===== config.mk =====
export PLATFORM = sky130hd
export DESIGN_NAME = evt_status_irq
export DESIGN_NICKNAME = d
export VERILOG_FILES = /design/src/rtl/msi_pkg.sv /design/src/rtl/msi_status_reg.sv /design/src/rtl/msi_irq_lane.sv /design/src/rtl/msi_regport.sv /design/src/rtl/evt_status_irq.sv
export SDC_FILE = /design/constraint.sdc
export NUM_CORES = 1
export LEC_CHECK = 0
export CORE_ASPECT_RATIO = 1.5
export CORE_MARGIN = 2
export CORE_UTILIZATION = 50
export DETAILED_ROUTE_END_ITERATION = 10
export PLACE_DENSITY_LB_ADDON = 0.12
export SETUP_SLACK_MARGIN = 0.4
export SLEW_MARGIN = 25
export SYNTH_ARGS = -nofsm -noshare
export SYNTH_HDL_FRONTEND = slang
export SYNTH_HIERARCHICAL = 1
export SYNTH_SLANG_ARGS = --single-unit

===== constraint.sdc =====
create_clock -name clk -period 2.7 [get_ports clk]
set_input_delay 0.27 -clock clk [delete_from_list [all_inputs] [get_ports clk]]
set_output_delay 0.27 -clock clk [all_outputs]
set_load 0.01 [all_outputs]

===== src/rtl/msi_pkg.sv =====
package msi_pkg;

  localparam int STICKY_W = 11;
  localparam int LIVE_W   = 11;
  localparam int NUM_IRQ  = 2;
  localparam int ADDR_W   = 12;
  localparam int DATA_W   = 32;

  // Sticky bit 9 is reserved and never sets.
  localparam logic [STICKY_W-1:0] STICKY_VALID = 11'h5FF;

  localparam logic [ADDR_W-1:0] OFS_STATUS    = 12'h034;
  localparam logic [ADDR_W-1:0] OFS_CLEAR     = 12'h038;
  localparam logic [ADDR_W-1:0] OFS_MASK_BASE = 12'h03C;
  localparam logic [ADDR_W-1:0] OFS_ID_BASE   = 12'hFE0;

  // Identification byte for word index 0..7 of the ID window.
  function automatic logic [7:0] id_byte(input logic [2:0] idx);
    logic [7:0] b;
    case (idx)
      3'd0:    b = 8'h81;
      3'd1:    b = 8'h11;
      3'd2:    b = 8'h04;
      3'd3:    b = 8'h00;
      3'd4:    b = 8'h0D;
      3'd5:    b = 8'hF0;
      3'd6:    b = 8'h05;
      default: b = 8'hB1;
    endcase
    return b;
  endfunction

endpackage


===== src/rtl/msi_status_reg.sv =====
module msi_status_reg #(
  parameter int STICKY_W = msi_pkg::STICKY_W,
  parameter int LIVE_W   = msi_pkg::LIVE_W,
  parameter logic [STICKY_W-1:0] VALID = msi_pkg::STICKY_VALID,
  localparam int STATUS_W = STICKY_W + LIVE_W
) (
  input  logic                clk,
  input  logic                rst,
  input  logic [STICKY_W-1:0] evt_set,
  input  logic                clr_en,
  input  logic [STICKY_W-1:0] clr_bits,
  input  logic [LIVE_W-1:0]   live_in,
  output logic [STATUS_W-1:0] status
);

  logic [STICKY_W-1:0] sticky_q;
  logic [STICKY_W-1:0] sticky_d;
  logic [LIVE_W-1:0]   live_q;
  logic [STICKY_W-1:0] clr_eff;

  always_comb begin
    clr_eff  = clr_en ? clr_bits : '0;
    // Set pulses are OR-ed in after the clear, so a set wins.
    sticky_d = (sticky_q & ~clr_eff) | (evt_set & VALID);
  end

  always_ff @(posedge clk) begin
    if (rst) begin
      sticky_q <= '0;
      live_q   <= '0;
    end else begin
      sticky_q <= sticky_d;
      live_q   <= live_in;
    end
  end

  assign status = {live_q, sticky_q};

  // after a clear, no cleared bit (without a same-cycle set) survives
  assert_w1c_clear_R2: assert property (@(posedge clk) disable iff (rst)
    clr_en |=> ((sticky_q & $past(clr_bits & ~evt_set)) == '0))
    else $error("clear write left a bit set");

  // a set pulse always lands, even against a clear
  assert_set_wins_R5: assert property (@(posedge clk) disable iff (rst)
    (|(evt_set & VALID)) |=> ((sticky_q & $past(evt_set & VALID)) == $past(evt_set & VALID)))
    else $error("set pulse lost");

  // live bits follow inputs one cycle late
  assert_live_mirror_R3: assert property (@(posedge clk) disable iff (rst)
    !$past(rst) |-> (live_q == $past(live_in)))
    else $error("live flags not mirrored");

endmodule


===== src/rtl/msi_irq_lane.sv =====
module msi_irq_lane #(
  parameter int STATUS_W = msi_pkg::STICKY_W + msi_pkg::LIVE_W,
  parameter int DATA_W   = msi_pkg::DATA_W
) (
  input  logic                clk,
  input  logic                rst,
  input  logic                mask_we,
  input  logic [DATA_W-1:0]   wdata,
  input  logic [STATUS_W-1:0] status,
  output logic [STATUS_W-1:0] mask_q,
  output logic                irq_q
);

  always_ff @(posedge clk) begin
    if (rst) begin
      mask_q <= '0;
      irq_q  <= 1'b0;
    end else begin
      if (mask_we) mask_q <= wdata[STATUS_W-1:0];
      irq_q <= |(status & mask_q);
    end
  end

  // interrupt equals masked status of the previous cycle
  assert_irq_masked_R1: assert property (@(posedge clk) disable iff (rst)
    !$past(rst) |-> (irq_q == (|($past(status) & $past(mask_q)))))
    else $error("interrupt line does not match masked status");

endmodule


===== src/rtl/msi_regport.sv =====
module msi_regport #(
  parameter int STICKY_W = msi_pkg::STICKY_W,
  parameter int STATUS_W = msi_pkg::STICKY_W + msi_pkg::LIVE_W,
  parameter int NUM_IRQ  = msi_pkg::NUM_IRQ,
  parameter int ADDR_W   = msi_pkg::ADDR_W,
  parameter int DATA_W   = msi_pkg::DATA_W
) (
  input  logic                              clk,
  input  logic                              rst,
  input  logic                              wr_en,
  input  logic                              rd_en,
  input  logic [ADDR_W-1:0]                 addr,
  input  logic [DATA_W-1:0]                 wdata,
  input  logic [STATUS_W-1:0]               status,
  input  logic [NUM_IRQ-1:0][STATUS_W-1:0]  masks,
  output logic                              clr_en,
  output logic [STICKY_W-1:0]               clr_bits,
  output logic [NUM_IRQ-1:0]                mask_we,
  output logic [DATA_W-1:0]                 rdata
);
  import msi_pkg::*;

  localparam logic [ADDR_W-1:0] ID_HI = OFS_ID_BASE;

  logic [DATA_W-1:0] rd_mux;
  logic [NUM_IRQ-1:0] mask_hit;

  genvar gi;
  generate
    for (gi = 0; gi < NUM_IRQ; gi++) begin : g_dec
      localparam logic [ADDR_W-1:0] MASK_OFS = OFS_MASK_BASE + ADDR_W'(4 * gi);
      assign mask_hit[gi] = (addr == MASK_OFS);
      assign mask_we[gi]  = wr_en && mask_hit[gi];
    end
  endgenerate

  assign clr_en   = wr_en && (addr == OFS_CLEAR);
  assign clr_bits = wdata[STICKY_W-1:0];

  always_comb begin
    rd_mux = '0;
    if (addr == OFS_STATUS) rd_mux = DATA_W'(status);
    for (int i = 0; i < NUM_IRQ; i++) begin
      if (mask_hit[i]) rd_mux = DATA_W'(masks[i]);
    end
    if ((addr[ADDR_W-1:5] == ID_HI[ADDR_W-1:5]) && (addr[1:0] == 2'b00))
      rd_mux = DATA_W'(id_byte(addr[4:2]));
  end

  always_ff @(posedge clk) begin
    if (rst)        rdata <= '0;
    else if (rd_en) rdata <= rd_mux;
  end

endmodule


===== src/rtl/evt_status_irq.sv =====
module evt_status_irq #(
  parameter int STICKY_W = msi_pkg::STICKY_W,
  parameter int LIVE_W   = msi_pkg::LIVE_W,
  parameter int NUM_IRQ  = msi_pkg::NUM_IRQ,
  parameter int ADDR_W   = msi_pkg::ADDR_W,
  parameter int DATA_W   = msi_pkg::DATA_W
) (
  input  logic                clk,
  input  logic                rst,
  input  logic [STICKY_W-1:0] evt_set,
  input  logic [LIVE_W-1:0]   live_flags,
  input  logic                reg_wr_en,
  input  logic                reg_rd_en,
  input  logic [ADDR_W-1:0]   reg_addr,
  input  logic [DATA_W-1:0]   reg_wdata,
  output logic [DATA_W-1:0]   reg_rdata,
  output logic [NUM_IRQ-1:0]  irq_out
);

  localparam int STATUS_W = STICKY_W + LIVE_W;

  logic [STATUS_W-1:0]              status;
  logic [NUM_IRQ-1:0][STATUS_W-1:0] masks;
  logic                             clr_en;
  logic [STICKY_W-1:0]              clr_bits;
  logic [NUM_IRQ-1:0]               mask_we;

  msi_regport #(
    .STICKY_W(STICKY_W), .STATUS_W(STATUS_W), .NUM_IRQ(NUM_IRQ),
    .ADDR_W(ADDR_W), .DATA_W(DATA_W)
  ) u_regport (
    .clk(clk), .rst(rst), .wr_en(reg_wr_en), .rd_en(reg_rd_en),
    .addr(reg_addr), .wdata(reg_wdata), .status(status), .masks(masks),
    .clr_en(clr_en), .clr_bits(clr_bits), .mask_we(mask_we), .rdata(reg_rdata)
  );

  msi_status_reg #(
    .STICKY_W(STICKY_W), .LIVE_W(LIVE_W)
  ) u_status (
    .clk(clk), .rst(rst), .evt_set(evt_set), .clr_en(clr_en),
    .clr_bits(clr_bits), .live_in(live_flags), .status(status)
  );

  genvar gi;
  generate
    for (gi = 0; gi < NUM_IRQ; gi++) begin : g_irq
      msi_irq_lane #(.STATUS_W(STATUS_W), .DATA_W(DATA_W)) u_lane (
        .clk(clk), .rst(rst), .mask_we(mask_we[gi]), .wdata(reg_wdata),
        .status(status), .mask_q(masks[gi]), .irq_q(irq_out[gi])
      );
    end
  endgenerate

endmodule


==> impl_metrics.json <==
{
  "grt_max_degree": 61,
  "wirelength_mm": 11.17,
  "synthCells": 478,
  "io_pins": 104,
  "crit_arrival_ns": 2.31,
  "grt_overflow": 0,
  "track_usage": 0.2493,
  "skew_ns": 0.007352,
  "clk_latency_ns": 0.34,
  "whs_path_depth": 2,
  "period_minus_slack_ns": 2.106,
  "outcome": "complete, no violations",
  "cts_buffer_depth": 2,
  "antenna_found_initial": 0,
  "cp_max_fo": 8,
  "rows": 41,
  "crit_required_ns": 2.90,
  "cts.clk_slew.worst_paths_ns": 0.06,
  "async_flop_share": 0,
  "die_h_um": 117.5,
  "fin_area_um2": 5436,
  "hold_buffers": 0,
  "grt_pass1_wl_mm": 18.46,
  "drt_pass1_iterations": 5,
  "slew_headroom": 0.5570,
  "end_kind": "register",
  "ant_nets": 0,
  "place_area_um2": 5106,
  "netlist_area_um2": 4297,
  "yosys-top-cells-area": "dfxtp_1, mux2i_1, nor2_1",
  "netlist-cell-type-count": 50,
  "synth-main-ff-cell": "dfxtp_1",
  "cap_viol_max_count": 0,
  "r2r_cells": 3,
  "setup_tns_ns": 0,
  "synth.yosys.seq_area_share": 0.4193,
  "wire_per_inst_um": 17.00,
  "start_kind": "primary input",
  "drc": 0,
  "finalHoldViolations": 0,
  "dieArea_um2": 9366,
  "clock-root-buffer": "clkbuf_16",
  "p_leak_nw": 1.821,
  "grt_pass1_vias": 3732,
  "area_growth_pct": 26.53,
  "slew_viol_final": 0,
  "drive_gt1_frac": 0.1000,
  "viasPerCell": 5.737,
  "cts_inserted_buffers": 9,
  "fmax_mhz": 474.8,
  "vias": 3769,
  "synth-seq-cells": 90,
  "post_cts.repair.setup_buffers": 0,
  "portBuffers": 82,
  "tightest_slew_ns": 0.6645,
  "critPathKind": "in -> reg",
  "utilization": 0.6502,
  "grt_setup_unrepaired": "false",
  "hpwl_mm": 7.659,
  "ys.warnings.count": 6,
  "r2r_setup_slack_ns": 1.52,
  "die_w_um": 79.69,
  "n_antenna_cell": 0,
  "htreeDepth": 3,
  "gp_congestion": 0.8645,
  "ir_worst_vdd_mv": 0.4454,
  "yosys.area.top_type": "dfxtp_1",
  "yosys.area.top_type_share": 0.4193,
  "fin_crit_sh": 0.7801,
  "fillers": 735,
  "cts_resized": 0,
  "coreArea_um2": 8362,
  "synth_area_per_cell_um2": 8.989,
  "setup_viol_count_final": 0,
  "drtIter0Drc": 215,
  "min_path_type": "in -> reg",
  "p_per_area_nw_per_um2": 543.6,
  "initial_core_util": 0.5138,
  "clkSinkCount": 90,
  "nNetsFinal": 615,
  "tritoncts": "yes",
  "synth_edf_count": 0
}
synth_stat cells (12+ instances only):
library cell / number
o21ai_0: 15
a21oi_1: 35
a22oi_1: 14
buf_4: 23
nand2_1: 20
mux2i_1: 44
nor2_1: 66
o21ai_1: 20
nor2b_1: 14
inv_1: 12
dfxtp_1: 90
clkbuf_1: 19
nand3_1: 20
cell usage in the layout, fill, tap and decap left out, types with 14 or more instances in the layout:
| master | n |
|---|---|
| dfxtp_1 | 90 |
| clkdlybuf4s50_1 | 81 |
| nor2_1 | 66 |
| mux2i_1 | 44 |
| a21oi_1 | 35 |
| nand2_1 | 20 |
| nand3_1 | 20 |
| o21ai_1 | 20 |
| buf_4 | 15 |
| o21ai_0 | 15 |
| a22oi_1 | 14 |
| nor2b_1 | 14 |
final cells by class:
cell class	instances	area [um^2]	share of cell area
Clock buffer	12	256.5	0.04718
Timing Repair Buffer	100	988.4	0.1818
Multi-Input combinational cell	332	2137	0.3931
Clock inverter	4	73.82	0.01358
Tap cell	107	133.9	0.02463
Inverter	12	45.04	0.008285
Sequential cell	90	1802	0.3314
logic make-up (layout without fill, tap and decap cells):
logic type      after synthesis  after routing  share of synthesized area
compound gates              127            127                     0.2097
buf+inv                      65            128                    0.09522
flops                        90             90                     0.4193
mux                          45             45                     0.1051
other cells                   1             10                  0.0008728
simple gates                150            150                     0.1698
power by group:
group / internal [W] / total [W] / leakage, nW / switching (W)
Sequential: 0.00135 / 0.00137 / 0.731 / 0.0000217
Clock: 0.000861 / 0.00136 / 0.163 / 0.000500
Combinational: 0.000115 / 0.000224 / 0.927 / 0.000108
through the flow:
| stage | hold slack, ns | total power [W] | worst slack (ns) | instances |
|---|---|---|---|---|
| after floorplan | 0.3424 | 0.001508 | 0.5766 | 487 |
| after global placement | 0.4387 | 0.001618 | 0.2895 | 641 |
| after detailed placement | 0.4493 | 0.001621 | 0.2499 | 641 |
| after CTS | 0.3003 | 0.002964 | 0.6033 | 657 |
| after global routing | 0.3159 | 0.003046 | 0.4254 | 657 |
| final | 0.3159 | 0.002955 | 0.5938 | 657 |
layer usage:
metal,track usage,wire length [um],vias up
li1,-,-,1820
met1,0.3286,4855,1784
met2,0.4007,5379,149
met3,0.05445,707,16
met4,0.08405,223,0
met5,0,0,-
final timing paths:
check / end / startpoint
worst min register to register: u_regport/rdata[13] / u_regport/rdata[13]
worst max-delay path: g_irq[0].u_lane/mask_q[4] / reg_addr[3]
worst max register to register: g_irq[1].u_lane/irq_q / u_status/sticky_q[0]
worst min-delay path: g_irq[0].u_lane/mask_q[7] / rst
critical path, stage by stage:
cell and delay (ns):
clkdlybuf4s50_1 0.62, nor4bb_2 0.39, and2_1 0.25, and3_1 0.26
buf_4 0.24, mux2i_1 0.22, nor2_1 0.06
state kept, by name (all words and copies together), names as in the netlist:
name and flops:
u_status/live_q 11, u_regport/rdata 22, g_irq.u_lane/irq_q 2, g_irq.u_lane/mask_q 44, u_status/sticky_q 11
Power figures use the tool's default switching activity.
